--- src/rtl/mdrop_pkg.sv ---
package mdrop_pkg;
  localparam int CTRL_W = 3;

  // bit 2: auto-detect, bit 1: receiver off, bit 0: multidrop enable
  typedef struct packed {
    logic auto_en;
    logic rx_off;
    logic md_en;
  } ctrl_t;

  typedef struct packed {
    logic push;
    logic rdy;
    logic perr;
    logic hw_clr;
    logic hw_set;
  } verdict_t;
endpackage

--- src/rtl/mdrop_cfg_regs.sv ---
module mdrop_cfg_regs
  import mdrop_pkg::*;
#(
  parameter int DATA_W = 8
) (
  input  logic              clk,
  input  logic              rst,
  input  logic              cfg_we,
  input  logic [CTRL_W-1:0] cfg_wdata,
  input  logic              match_we,
  input  logic [DATA_W-1:0] match_wdata,
  input  logic              hw_clr,
  input  logic              hw_set,
  output ctrl_t             ctrl,
  output logic [DATA_W-1:0] match_val
);
  ctrl_t ctrl_r, ctrl_nx;
  logic [DATA_W-1:0] match_r;

  always_comb begin
    ctrl_nx = ctrl_r;
    if (cfg_we) ctrl_nx = ctrl_t'(cfg_wdata);
    // hardware update of the receiver-off bit overrides software
    if (hw_clr)      ctrl_nx.rx_off = 1'b0;
    else if (hw_set) ctrl_nx.rx_off = 1'b1;
  end

  always_ff @(posedge clk) begin
    if (rst) begin
      ctrl_r  <= '0;
      match_r <= '0;
    end else begin
      ctrl_r <= ctrl_nx;
      if (match_we) match_r <= match_wdata;
    end
  end

  assign ctrl      = ctrl_r;
  assign match_val = match_r;
endmodule

--- src/rtl/mdrop_decide.sv ---
module mdrop_decide
  import mdrop_pkg::*;
#(
  parameter int DATA_W = 8
) (
  input  logic              valid,
  input  logic [DATA_W-1:0] byte_in,
  input  logic              is_addr,
  input  ctrl_t             ctrl,
  input  logic [DATA_W-1:0] match_val,
  output verdict_t          verdict
);
  logic auto_mode, hit;

  assign auto_mode = ctrl.md_en & ctrl.auto_en;
  assign hit       = is_addr & (byte_in == match_val);

  always_comb begin
    verdict = '0;
    if (valid) begin
      if (!ctrl.md_en) begin
        verdict.push = 1'b1;
      end else if (!auto_mode) begin
        verdict.push = is_addr | ~ctrl.rx_off;
        verdict.perr = is_addr & ~ctrl.rx_off;
      end else if (hit) begin
        verdict.push   = 1'b1;
        verdict.hw_clr = 1'b1;
      end else if (!ctrl.rx_off) begin
        verdict.push   = ~is_addr;
        verdict.hw_set = is_addr;
      end
      verdict.rdy = verdict.push;
    end
  end
endmodule

--- src/rtl/mdrop_out_reg.sv ---
module mdrop_out_reg
  import mdrop_pkg::*;
#(
  parameter int DATA_W = 8
) (
  input  logic              clk,
  input  logic              rst,
  input  verdict_t          verdict,
  input  logic [DATA_W:0]   entry,
  output logic              push,
  output logic [DATA_W:0]   data,
  output logic              rdy,
  output logic              perr,
  output logic              clr,
  output logic              set
);
  always_ff @(posedge clk) begin
    if (rst) begin
      push <= 1'b0;
      data <= '0;
      rdy  <= 1'b0;
      perr <= 1'b0;
      clr  <= 1'b0;
      set  <= 1'b0;
    end else begin
      push <= verdict.push;
      rdy  <= verdict.rdy;
      perr <= verdict.perr;
      clr  <= verdict.hw_clr;
      set  <= verdict.hw_set;
      if (verdict.push) data <= entry;
    end
  end
endmodule

--- src/rtl/mdrop_rx_filter.sv ---
module mdrop_rx_filter
  import mdrop_pkg::*;
#(
  parameter int DATA_W = 8
) (
  input  logic              clk,
  input  logic              rst,
  input  logic              rx_valid,
  input  logic [DATA_W-1:0] rx_byte,
  input  logic              rx_addr,
  input  logic              cfg_we,
  input  logic [2:0]        cfg_wdata,
  input  logic              match_we,
  input  logic [DATA_W-1:0] match_wdata,
  output logic              fifo_push,
  output logic [DATA_W:0]   fifo_data,
  output logic              irq_rdy,
  output logic              irq_addr,
  output logic              rxen_clr,
  output logic              rxoff_set,
  output logic [2:0]        ctl_q
);
  localparam int ENTRY_W = DATA_W + 1;

  ctrl_t             ctrl;
  logic [DATA_W-1:0] match_q;
  verdict_t          verdict;
  logic [ENTRY_W-1:0] entry;

  assign entry = {rx_addr, rx_byte};

  mdrop_cfg_regs #(.DATA_W(DATA_W)) u_regs (
    .clk(clk), .rst(rst),
    .cfg_we(cfg_we), .cfg_wdata(cfg_wdata),
    .match_we(match_we), .match_wdata(match_wdata),
    .hw_clr(verdict.hw_clr), .hw_set(verdict.hw_set),
    .ctrl(ctrl), .match_val(match_q)
  );

  mdrop_decide #(.DATA_W(DATA_W)) u_decide (
    .valid(rx_valid), .byte_in(rx_byte), .is_addr(rx_addr),
    .ctrl(ctrl), .match_val(match_q), .verdict(verdict)
  );

  mdrop_out_reg #(.DATA_W(DATA_W)) u_out (
    .clk(clk), .rst(rst), .verdict(verdict), .entry(entry),
    .push(fifo_push), .data(fifo_data), .rdy(irq_rdy),
    .perr(irq_addr), .clr(rxen_clr), .set(rxoff_set)
  );

  assign ctl_q = ctrl;
endmodule


--- config.mk ---
export PLATFORM = sky130hd
export DESIGN_NAME = mdrop_rx_filter
export DESIGN_NICKNAME = d
export VERILOG_FILES = /design/src/rtl/mdrop_pkg.sv /design/src/rtl/mdrop_cfg_regs.sv /design/src/rtl/mdrop_decide.sv /design/src/rtl/mdrop_out_reg.sv /design/src/rtl/mdrop_rx_filter.sv
export SDC_FILE = /design/constraint.sdc
export NUM_CORES = 1
export LEC_CHECK = 0
export ABC_AREA = 1
export BUFFER_PORTS_ARGS = -buffer_cell sky130_fd_sc_hd__buf_2
export CORE_MARGIN = 10
export CORE_UTILIZATION = 35
export DETAILED_ROUTE_END_ITERATION = 8
export PLACE_DENSITY = 0.72
export SLEW_MARGIN = 20
export SYNTH_ARGS = -nofsm -noshare
export SYNTH_HDL_FRONTEND = slang
export SYNTH_SLANG_ARGS = --single-unit
--- constraint.sdc ---
create_clock -name clk -period 2 [get_ports clk]
set_input_delay 0.1 -clock clk [delete_from_list [all_inputs] [get_ports clk]]
set_output_delay 0.1 -clock clk [all_outputs]
set_load 0.1 [all_outputs]
Word level (Yosys, flattened, before mapping)
Cells that the tools add are included.
Operators by class
  eq/ne operators: 1
  multiplexer cells: 13
  bitwise gates (word level): 8
  reduce and logical (&&, ||, !) cells: 4
Operators with widths (count)
  $mux 1: 9
  $eq 8x8->1: 1
  $mux 5: 1
  $mux 2: 2
  $not 1->1: 4
  $reduce_or 2->1: 2
  $reduce_or 4->1: 1
  $and 1x1->1: 3
  $mux 3: 1
  $reduce_bool 2->1: 1
  $or 1x1->1: 1
Word-level totals
  register bits after elaboration: 25
  input port bits: 25
  output and inout bits: 17
  logic and storage cells: 36

Depth between registers and ports, before layout
Gate-level depths: netlist (run 1).
  depth in word-level cells: 7
  gate-level depth with buffers: 12
  gate-level depth less buffers: 12

Modules after synthesis
Synthesis (run 1) repeated with hierarchy kept, for this count alone.
Unflattened totals
  cell total of the unflattened synthesis: 166
  area, all modules: 1112.3 µm²
By module, submodules not included
  mdrop_out_reg: instances 1, cells each 72, area each 521.8 µm², sequential area each 280.3 µm²
  mdrop_cfg_regs: instances 1, cells each 52, area each 389.1 µm², sequential area each 220.2 µm²
  mdrop_decide: instances 1, cells each 42, area each 201.4 µm², sequential area each 0.0 µm²

Least setup slack after synthesis (run 1)
Ideal clock, no wire load.
  kind: flip-flop to flip-flop
  start: register u_regs.ctrl_r, in the netlist u_regs.ctrl[0]
  end: register u_out.data[0]
  setup time: 0.117 ns
  arrival: 1.961 ns
  data required time: 1.883 ns
  slack: -0.078 ns
  cell stages (with the launch flop): 9
  path buffers: 1
  clock period less this slack: 2.078 ns
  cells stage by stage: dfxtp_1 > nand2_1 > nor2_2 > nand2_2 > nand2_2 > nand2_4 > buf_12 > a21oi_2 > nor2_1
On the way
  word-level cells in the longest chain between the ends: 4
Ends and longest elaborated chain
  start, declared: line mdrop_cfg_regs.sv:17  | ctrl_t ctrl_r, ctrl_nx;
  start signal, assigned: line mdrop_cfg_regs.sv:33  | ctrl_r <= ctrl_nx;
  $and 1x1->1: line mdrop_decide.sv:15  | assign auto_mode = ctrl.md_en & ctrl.auto_en;
  $mux 1: line mdrop_decide.sv:23  | end else if (!auto_mode) begin
  $mux 1 *: line mdrop_decide.sv:21  | if (!ctrl.md_en) begin
  $mux 5 *: line mdrop_decide.sv:20  | if (valid) begin
  end signal, assigned: line mdrop_out_reg.sv:31  | if (verdict.push) data <= entry;
  end, declared: line mdrop_out_reg.sv:11  | output logic [DATA_W:0] data,
Mark *: on every way between the ends. The rest lies on a longest branch, timed or not.
A chain may end at the register's enable or synchronous reset.

Worst setup path in the final report (run 1)
  start: register u_regs.match_r[4] (netlist: u_regs.match_val[4])
  end: register u_out.data[3]
On the way
  word-level cells in the longest chain between the ends: 6
Ends and longest elaborated chain
  start, declared: line mdrop_cfg_regs.sv:18  | logic [DATA_W-1:0] match_r;
  start signal, assigned: line mdrop_cfg_regs.sv:34  | if (match_we) match_r <= match_wdata;
  $eq 8x8->1: line mdrop_decide.sv:16  | assign hit = is_addr & (byte_in == match_val);
  $and 1x1->1: line mdrop_decide.sv:16
  $mux 1: line mdrop_decide.sv:26  | end else if (hit) begin
  $mux 1: line mdrop_decide.sv:23
  $mux 1: line mdrop_decide.sv:21
  $mux 5: line mdrop_decide.sv:20
No other way between the ends.

==> results of run 1 <==
## synth_stat cells
cell	count	area (sq um)
buf_4	1	7.51
o21ai_0	11	55.1
buf_1	2	7.51
nand2_4	1	11.3
xnor2_1	4	35.0
inv_1	16	60.1
clkbuf_1	2	7.51
dfxtp_1	25	500
nor2_1	26	97.6
a21oi_1	5	25.0
nor2_2	3	18.8
nand2_1	31	116
nand4_1	2	12.5
a21oi_2	9	78.8
nand2_2	4	25.0
inv_2	2	7.51
buf_12	1	20.0
nand3_1	10	50.1
## power groups by stage
| stage | combinational [mW] | clock (mW) | sequential [mW] |
|---|---|---|---|
| floorplan | 0.0986 | 0 | 0.707 |
| global placement | 0.303 | 0 | 0.561 |
| detailed placement | 0.305 | 0 | 0.562 |
| CTS | 0.312 | 0.227 | 0.550 |
| global route | 0.337 | 0.242 | 0.555 |
| finish | 0.309 | 0.219 | 0.550 |
## metal layers
metal	up-vias	part of all wire, %	GRT usage, %
li1	568	-	-
met1	417	49	11.1
met2	36	43	13.7
met3	2	6.6	3.03
met4	0	1.4	3.28
met5	-	0	0
## placed cells by master (no fill, tap or decap), drive strengths merged
cell type,netlist,routed
buf,4,41
nand2,36,36
nor2,29,29
dfxtp,25,25
inv,18,18
a21oi,14,14
o21ai,11,11
nand3,10,10
xnor2,4,4
dlygate4sd3,0,4
clkbuf,2,3
nand4,2,2
clkinv,0,1
## logic make-up (layout without fill, tap and decap cells)
| kind of cell | after synthesis | in the layout | synth area share [%] |
|---|---|---|---|
| simple gates | 77 | 77 | 29.2 |
| xor+xnor | 4 | 4 | 3.08 |
| buf+inv | 24 | 67 | 9.69 |
| compound gates | 25 | 25 | 14.0 |
| flops | 25 | 25 | 44.1 |
## through the flow
step                power [mW]  std cells  hold WS, ps
floorplan                0.805        155          172
global placement         0.864        234          305
detailed placement       0.867        234          307
CTS                       1.09        242        0.201
global route              1.13        242         1.06
finish                    1.08        242         2.34
## critical path, delay by kind of cell (launching register included)
kind          cells  cell delay, ps
xor+xnor          1             160
flops             1             350
simple gates      9             850
## state kept, by name (all words and copies together) (netlist names)
register	count
u_out.rdy	1
u_out.perr	1
u_out.set	1
u_regs.ctrl	3
u_out.push	1
u_out.data	9
u_out.clr	1
u_regs.match_val	8
## area by class of cell
cell class / count / area, sq um
clock inverters: 1 / 5.00
clock buffers: 3 / 22.5
flip-flops and latches: 25 / 502
fillers: 337 / 1660
multi-input cells: 106 / 526
repair buffers: 45 / 245
inverters: 18 / 67.6
well taps: 44 / 55.1
## worst paths after layout
path / cells past startpoint / to
hold reg to reg: 2 / u_regs.match_val[3]
setup reg to reg: 10 / u_out.data[3]
hold / removal: 3 / u_regs.match_val[4]
setup / recovery: 10 / u_out.data[3]
==> reports/results.ini, run 1 <==
[pwr]
p_sw_uw = 396
p_seq_share_pct = 51.0
p_int_uw = 682
switching_share_pct = 36.7
p_per_area_nw_per_um2 = 758
vdd_ir_drop_max_mv = 0.397
clock_power_share_pct = 20.3
p_leak_nw = 0.736
pwr-share-comb_pct = 28.7

[placed_design]
gp_congestion = 0.857
dpl_cell_area_sq_um = 1360
io_buffers = 41
dp_hpwl_um = 2030
pre_cts_ws_ps = 579

[floorplan]
rows = 20
core_area_sq_um = 3080
pin_count = 42
die_w_um = 77.0
die_area_sq_um = 5930
die_h_um = 77.0
start_util_pct = 36.9

[detailed_routing]
drt_iter0_markers = 83
wl_um = 2610
num_vias = 1023
drc = 0
ant_nets = 0
viasPerCell = 4.23
avgRoutedWirePerCell_um = 10.8
first_pass_iters = 4

[setup_path]
cp_data_required_time_ps = 2230
cp_common_cell = nand2_2
critPathLaunch = u_regs.match_val[4]
worstSetupStartpointType = register
cpPeakStageDelay_ps = 350
crit_type = register to register
reg2reg_from = u_regs.match_val[4]
cpMaxStageDelayCell = dfxtp_1
cp_data_arrival_time_ps = 1670
crit_fanout = 19
rrSetupSlack_ps = 560
path_cells = xnor2_1 > nand2_1 > nor2_2 > nand2_2 > nand2_2 > nand2_2 > nand2_4 > nand3_1 > nand2_1 > nor2_1
cp-end-kind = register

[cts]
clock-root-buffer = clkbuf_4
cts_max_path_buffers = 2
hold_buffers = 4
cts_tree = yes
path_clk_slew_ps = 130
ctsResizeCount = 0
cts_made_buffers = 3
numClockSinks = 25
postCtsSetupBuffers = 0
clk_latency_ps = 310
cts-htree-levels = 1

[min_path]
hold_start = match_wdata[4]
hp-class = primary input to register

[synth]
synth.distinct_cells = 18
syn_area_per_cell_sq_um = 7.33
ys_seq_area_share_pct = 44.1
synthesis.area_sq_um = 1140
postSynthCellCount = 155
syn_nets = 180
ys_seq_elements = 25
synth_warnings = 0

[timing]
relSlewSlack_pct = 62.0
setup_tns_ps = 0
timing.fmax_mhz = 696
fin_crit_sh_pct = 71.9
period_minus_slack_ps = 1440
drv_slew = 0
setup_slack_ps = 563
rsz0062_at_grt = false
setup_violations = 0
fin_skew_ps = 3.71
worstMarginPinSlew_ps = 570
finalHoldViolCount = 0

[status]
run_status = complete, no violations

[layout]
drive_gt1_share_pct = 32.8
diodes = 0
area_delta_synth_final_pct = 25.2
final_core_util_pct = 46.2
fin_area_sq_um = 1420
final_nets = 224

[global_routing]
grt_pass1_vias = 1005
gr-usage-all-layers_pct = 8.88
grt_overflow = 0
grt_antenna_before_repair = 0
grt_pass1_wl_um = 4500
grt_max_degree = 22

[flow_run]
drv_cap = 0

(Power assumes the default switching activity.)
==> inputs of run 2 (changes only) <==
- ABC_AREA: 1 -> 0
- PLACE_DENSITY: 0.72 -> 0.73
- clock period: 2 -> 1.32 ns (I/O delays scaled with it)
==> reports/results.ini, run 2 <==
[status]
run_status = complete, but fails checks
failed_checks = setup timing

[cts]
cts_made_buffers = 3
clk_latency_ps = 330
cts_tree = yes
cts-htree-levels = 1
numClockSinks = 25
postCtsSetupBuffers = 0
cts_max_path_buffers = 2
path_clk_slew_ps = 140
clock-root-buffer = clkbuf_4

[timing]
fin_crit_sh_pct = 102
worstMarginPinSlew_ps = 493
fin_skew_ps = 6.35
finalHoldViolCount = 0
period_minus_slack_ps = 1350
rsz0062_at_grt = true
setup_violations = 6
setup_slack_ps = -30.9
timing.fmax_mhz = 740
drv_slew = 0
relSlewSlack_pct = 67.3

[setup_path]
cp_data_required_time_ps = 1560
cp_data_arrival_time_ps = 1590
crit_type = register to register
crit_fanout = 7
rrSetupSlack_ps = -30
cp-end-kind = register
worstSetupStartpointType = register

[floorplan]
pin_count = 42
core_area_sq_um = 3420
die_h_um = 80.2
die_w_um = 80.2
rows = 21
start_util_pct = 37.1
die_area_sq_um = 6430

[detailed_routing]
viasPerCell = 5.01
ant_nets = 0
drc = 0
first_pass_iters = 4
drt_iter0_markers = 86
num_vias = 1162
avgRoutedWirePerCell_um = 15.1
wl_um = 3490

[synth]
synth_top_area_cell = dfxtp_1
synth_warnings = 0
synth_top_cell_area_share_pct = 39.4
synthArstFlopShare_pct = 0
postSynthCellCount = 131
post-synth-top-count-cell = dfxtp_1
synth_area_leaders = dfxtp_1 (39%), mux2i_1 (16%), nor2_1 (5.6%), xnor2_1 (5.5%), o211ai_1 (4.7%)
ys_seq_area_share_pct = 39.4
synthesis.area_sq_um = 1270
syn_area_per_cell_sq_um = 9.68
synth.distinct_cells = 29
synth_edf_count = 0
synthFlopType = dfxtp_1
ys_seq_elements = 25
yosys-top-cells-count = dfxtp_1 (25), mux2i_1 (20), nor2_1 (19)
syn_nets = 156

[global_routing]
grt_max_degree = 25
gr-usage-all-layers_pct = 11.1
grt_pass1_wl_um = 5780
grt_overflow = 0
grt_pass1_vias = 1244
grt_antenna_before_repair = 0

[layout]
drive_gt1_share_pct = 45.2
final_common_cell = buf_2
fin_area_sq_um = 1880
largest_reg_flops = 9
area_delta_synth_final_pct = 47.8
final_cell_mix = buf_2 (41), mux2i_1 (19), nor2_1 (19)
final_nets = 212
diodes = 0
regMostFlops = u_out.data

[pwr]
p_per_area_nw_per_um2 = 937
vdd_ir_drop_max_mv = 0.470
p_total_mw = 1.76
p_leak_nw = 0.835

[placed_design]
dpl_cell_area_sq_um = 1690
io_buffers = 41
pre_cts_ws_ps = -144
gp_congestion = 0.826
dp_hpwl_um = 2560

[flow_run]
drv_cap = 0

[min_path]
hp-class = primary input to register

run 2: cell types whose count changed after synthesis, sizes merged, moves of 9 or more:
cell	change
nand3	-9
a21oi	-13
inv	-18
nand2	-34
mux2i	+20
nor2	-10
run 2: final timing paths:
check                                         start                  end  cells after the start
worst max-delay path            u_regs.match_val[3]        u_out.data[6]                      4
worst max register to register  u_regs.match_val[3]        u_out.data[6]                      4
worst min register to register  u_regs.match_val[0]  u_regs.match_val[0]                      2
worst min-delay path                        rx_addr           u_out.perr                      2
run 2: final cells by class:
| type | count | area [sq um] |
|---|---|---|
| Fill cell | 307 | 1540 |
| Multi-Input combinational cell | 99 | 870 |
| Sequential cell | 25 | 522 |
| Timing Repair Buffer | 58 | 399 |
| Tap cell | 46 | 57.6 |
| Clock buffer | 3 | 22.5 |
| Clock inverter | 1 | 5.00 |
run 2: report_power, final:
part / switching, mW / total, mW / internal, mW
clock: 0.238 / 0.352 / 0.114
combinational: 0.375 / 0.572 / 0.197
sequential: 0.0333 / 0.834 / 0.800
total: 0.647 / 1.76 / 1.11
run 2: per-stage QoR:
stage,setup TNS (ps),std cells,hold WS [ps],utilization (%)
5_1_grt,-553,232,25.6,54.9
2_1_floorplan,-1530,131,212,-
3_5_place_dp,-424,217,309,49.5
6_report,-97.7,232,38.4,54.9
4_1_cts,-13.4,232,17.3,53.9
3_3_place_gp,-54.4,217,303,49.5
run 2: what timing repair did:
item                       4_1_cts  5_1_grt
hold buffers                    10        0
hold endpoints to repair        10        0
resized for setup                7        7
pin swaps                        5        2
cloned                           1        0
setup endpoints to repair        8       10
run 2: layer usage:
metal	global-route usage (%)	vias up	wire length (um)
met4	5.63	0	41
met1	12.4	544	1510
met5	0	-	0
met2	17.9	32	1660
met3	4.12	4	282
li1	-	582	-
run 2: cell families (layout without fill, tap and decap cells):
logic type	after synthesis	in the layout	synth area share, %
AOI/OAI and AO/OA	24	24	15.1
xor gates and xnor gates	8	8	5.52
buffers and inverters	8	62	3.16
DFF	25	25	39.4
muxes	20	20	15.8
and+or+nand+nor	46	47	21.0
run 2: critical path, cell delays in order (launching register included):
cell      delay, ps
dfxtp_2         360
xnor2_2         170
nand4_4         130
or2_4           320
o311ai_2        270
==> inputs of run 3 (changes only) <==
- CELL_PAD_IN_SITES_DETAIL_PLACEMENT: default -> 0
- CELL_PAD_IN_SITES_GLOBAL_PLACEMENT: default -> 1
- CORE_UTILIZATION: 35 -> 33
- PLACE_DENSITY: 0.73 -> 0.86
==> reports/results.ini, run 3 (synthesized netlist as in run 2, its figures left out) <==
[setup_path]
worstSetupStartpointType = register
path_cells = xnor2_2 > nand4_4 > or2_4 > o311ai_1
crit_type = register to register
cpPeakStageDelay_ps = 340
cp-end-kind = register
crit_fanout = 7
cpMaxStageDelayCell = dfxtp_2
cp_data_arrival_time_ps = 1520
cp_data_required_time_ps = 1500

[global_routing]
grt_max_degree = 28
grt_antenna_before_repair = 0
grt_pass1_vias = 1158
gr-usage-all-layers_pct = 9.57
grt_overflow = 0
grt_pass1_wl_um = 5200

[pwr]
pwr-share-comb_pct = 29.4
p_total_mw = 1.85
switching_share_pct = 35.8
p_int_mw = 1.19
p_sw_uw = 662
p_leak_nw = 0.800
p_per_area_nw_per_um2 = 1030
vdd_ir_drop_max_mv = 0.482
clock_power_share_pct = 25.6
p_seq_share_pct = 45.0

[detailed_routing]
wl_um = 3370
drc = 0
first_pass_iters = 4
num_vias = 1125
ant_nets = 0
avgRoutedWirePerCell_um = 15.0
drt_iter0_markers = 116
viasPerCell = 5.00

[layout]
final_common_cell = buf_2
diodes = 0
final_core_util_pct = 48.6
regMostFlops = u_out.data
fillerInstances = 358
final_cell_mix = buf_2 (42), mux2i_1 (20), nor2_1 (19)
drive_gt1_share_pct = 46.9
final_nets = 203
area_delta_synth_final_pct = 41.2
largest_reg_flops = 9

[floorplan]
rows = 22
die_w_um = 82.0
start_util_pct = 34.4
die_area_sq_um = 6720
pin_count = 42
core_area_sq_um = 3690
die_h_um = 82.0

[cts]
cts_max_path_buffers = 2
clk_latency_ps = 270
hold_buffers = 0
cts_tree = yes
path_clk_slew_ps = 90
numClockSinks = 25
cts_made_buffers = 3
cts-htree-levels = 1
clock-root-buffer = clkbuf_8

[placed_design]
dp_hpwl_um = 2550
pre_cts_ws_ps = -94.2
io_buffers = 41
gp_congestion = 0.760

[timing]
worstMarginPinSlew_ps = 493
period_minus_slack_ps = 1340
fin_crit_sh_pct = 101
fin_skew_ps = 1.74
drv_slew = 0
setup_violations = 2
finalHoldViolCount = 0
setup_slack_ps = -18.7
rsz0062_at_grt = true
timing.fmax_mhz = 747
relSlewSlack_pct = 67.3

[status]
failed_checks = setup timing
run_status = complete, but fails checks

[flow_run]
drv_cap = 0

[min_path]
hp-class = primary input to register

[run 3: cell count changes in the layout (fill, tap and decap cells not counted), sizes merged]
cell         delta
buf             +1
clkinv          -1
clkinvlp        +1
dlygate4sd3    -10
[run 3: area by class of cell]
class / count / area, sq um / share of cell area [%]
tap: 48 / 60.1 / 3.35
multi-input combinational: 99 / 868 / 48.5
timing repair buffer: 49 / 295 / 16.5
clock buffer: 3 / 41.3 / 2.30
clock inverter: 1 / 7.51 / 0.419
sequential: 25 / 519 / 29.0
[run 3: path summary, 6_finish.rpt]
check | start | to | slack, ps | cells after the start
max | u_regs.match_val[4] | u_out.data[6] | -20 | 4
min | cfg_wdata[2] | u_regs.ctrl[2] | 30 | 3
max reg2reg | u_regs.match_val[4] | u_out.data[6] | -20 | 4
min reg2reg | u_regs.match_val[0] | u_regs.match_val[0] | 520 | 2
[run 3: metrics by stage]
stage / std cells / area, sq um / setup TNS [ps] / hold WS (ps)
2_1_floorplan: 131 / 1380 / -1530 / 212
3_3_place_gp: 218 / 1670 / -53.2 / 302
3_5_place_dp: 218 / 1670 / -244 / 316
4_1_cts: 223 / 1740 / -23.6 / 29.7
5_1_grt: 225 / 1790 / -757 / 28.0
6_report: 225 / 1790 / -19.3 / 28.4
[run 3: critical path: cells and delay by family (launching register included)]
| kind | cells | cell delay (ps) |
|---|---|---|
| and+or+nand+nor | 2 | 460 |
| DFF | 1 | 340 |
| AOI/OAI and AO/OA | 1 | 270 |
| xor gates and xnor gates | 1 | 170 |
[run 3: routing by layer]
metal	track usage, %	wire length, um	vias to the layer above	part of all wire [%]
met1	10.7	1420	519	42
li1	-	-	569	-
met2	16.1	1660	31	49
met4	3.23	35	0	1.0
met5	0	0	-	0
met3	3.82	246	6	7.3
[run 3: what timing repair did]
| item | 4_1_cts | 5_1_grt |
|---|---|---|
| resized for setup | 6 | 7 |
| setup buffers | 0 | 1 |
| cloned | 1 | 1 |
| setup endpoints to repair | 8 | 12 |
| pin swaps | 4 | 5 |
[run 3: power by group through the flow]
stage | clock network (mW) | logic [mW] | registers [mW]
after floorplan | 0 | 0.191 | 1.06
after global placement | 0 | 0.516 | 0.847
after detailed placement | 0 | 0.524 | 0.850
after CTS | 0.486 | 0.532 | 0.833
after global routing | 0.518 | 0.572 | 0.838
final | 0.473 | 0.543 | 0.832
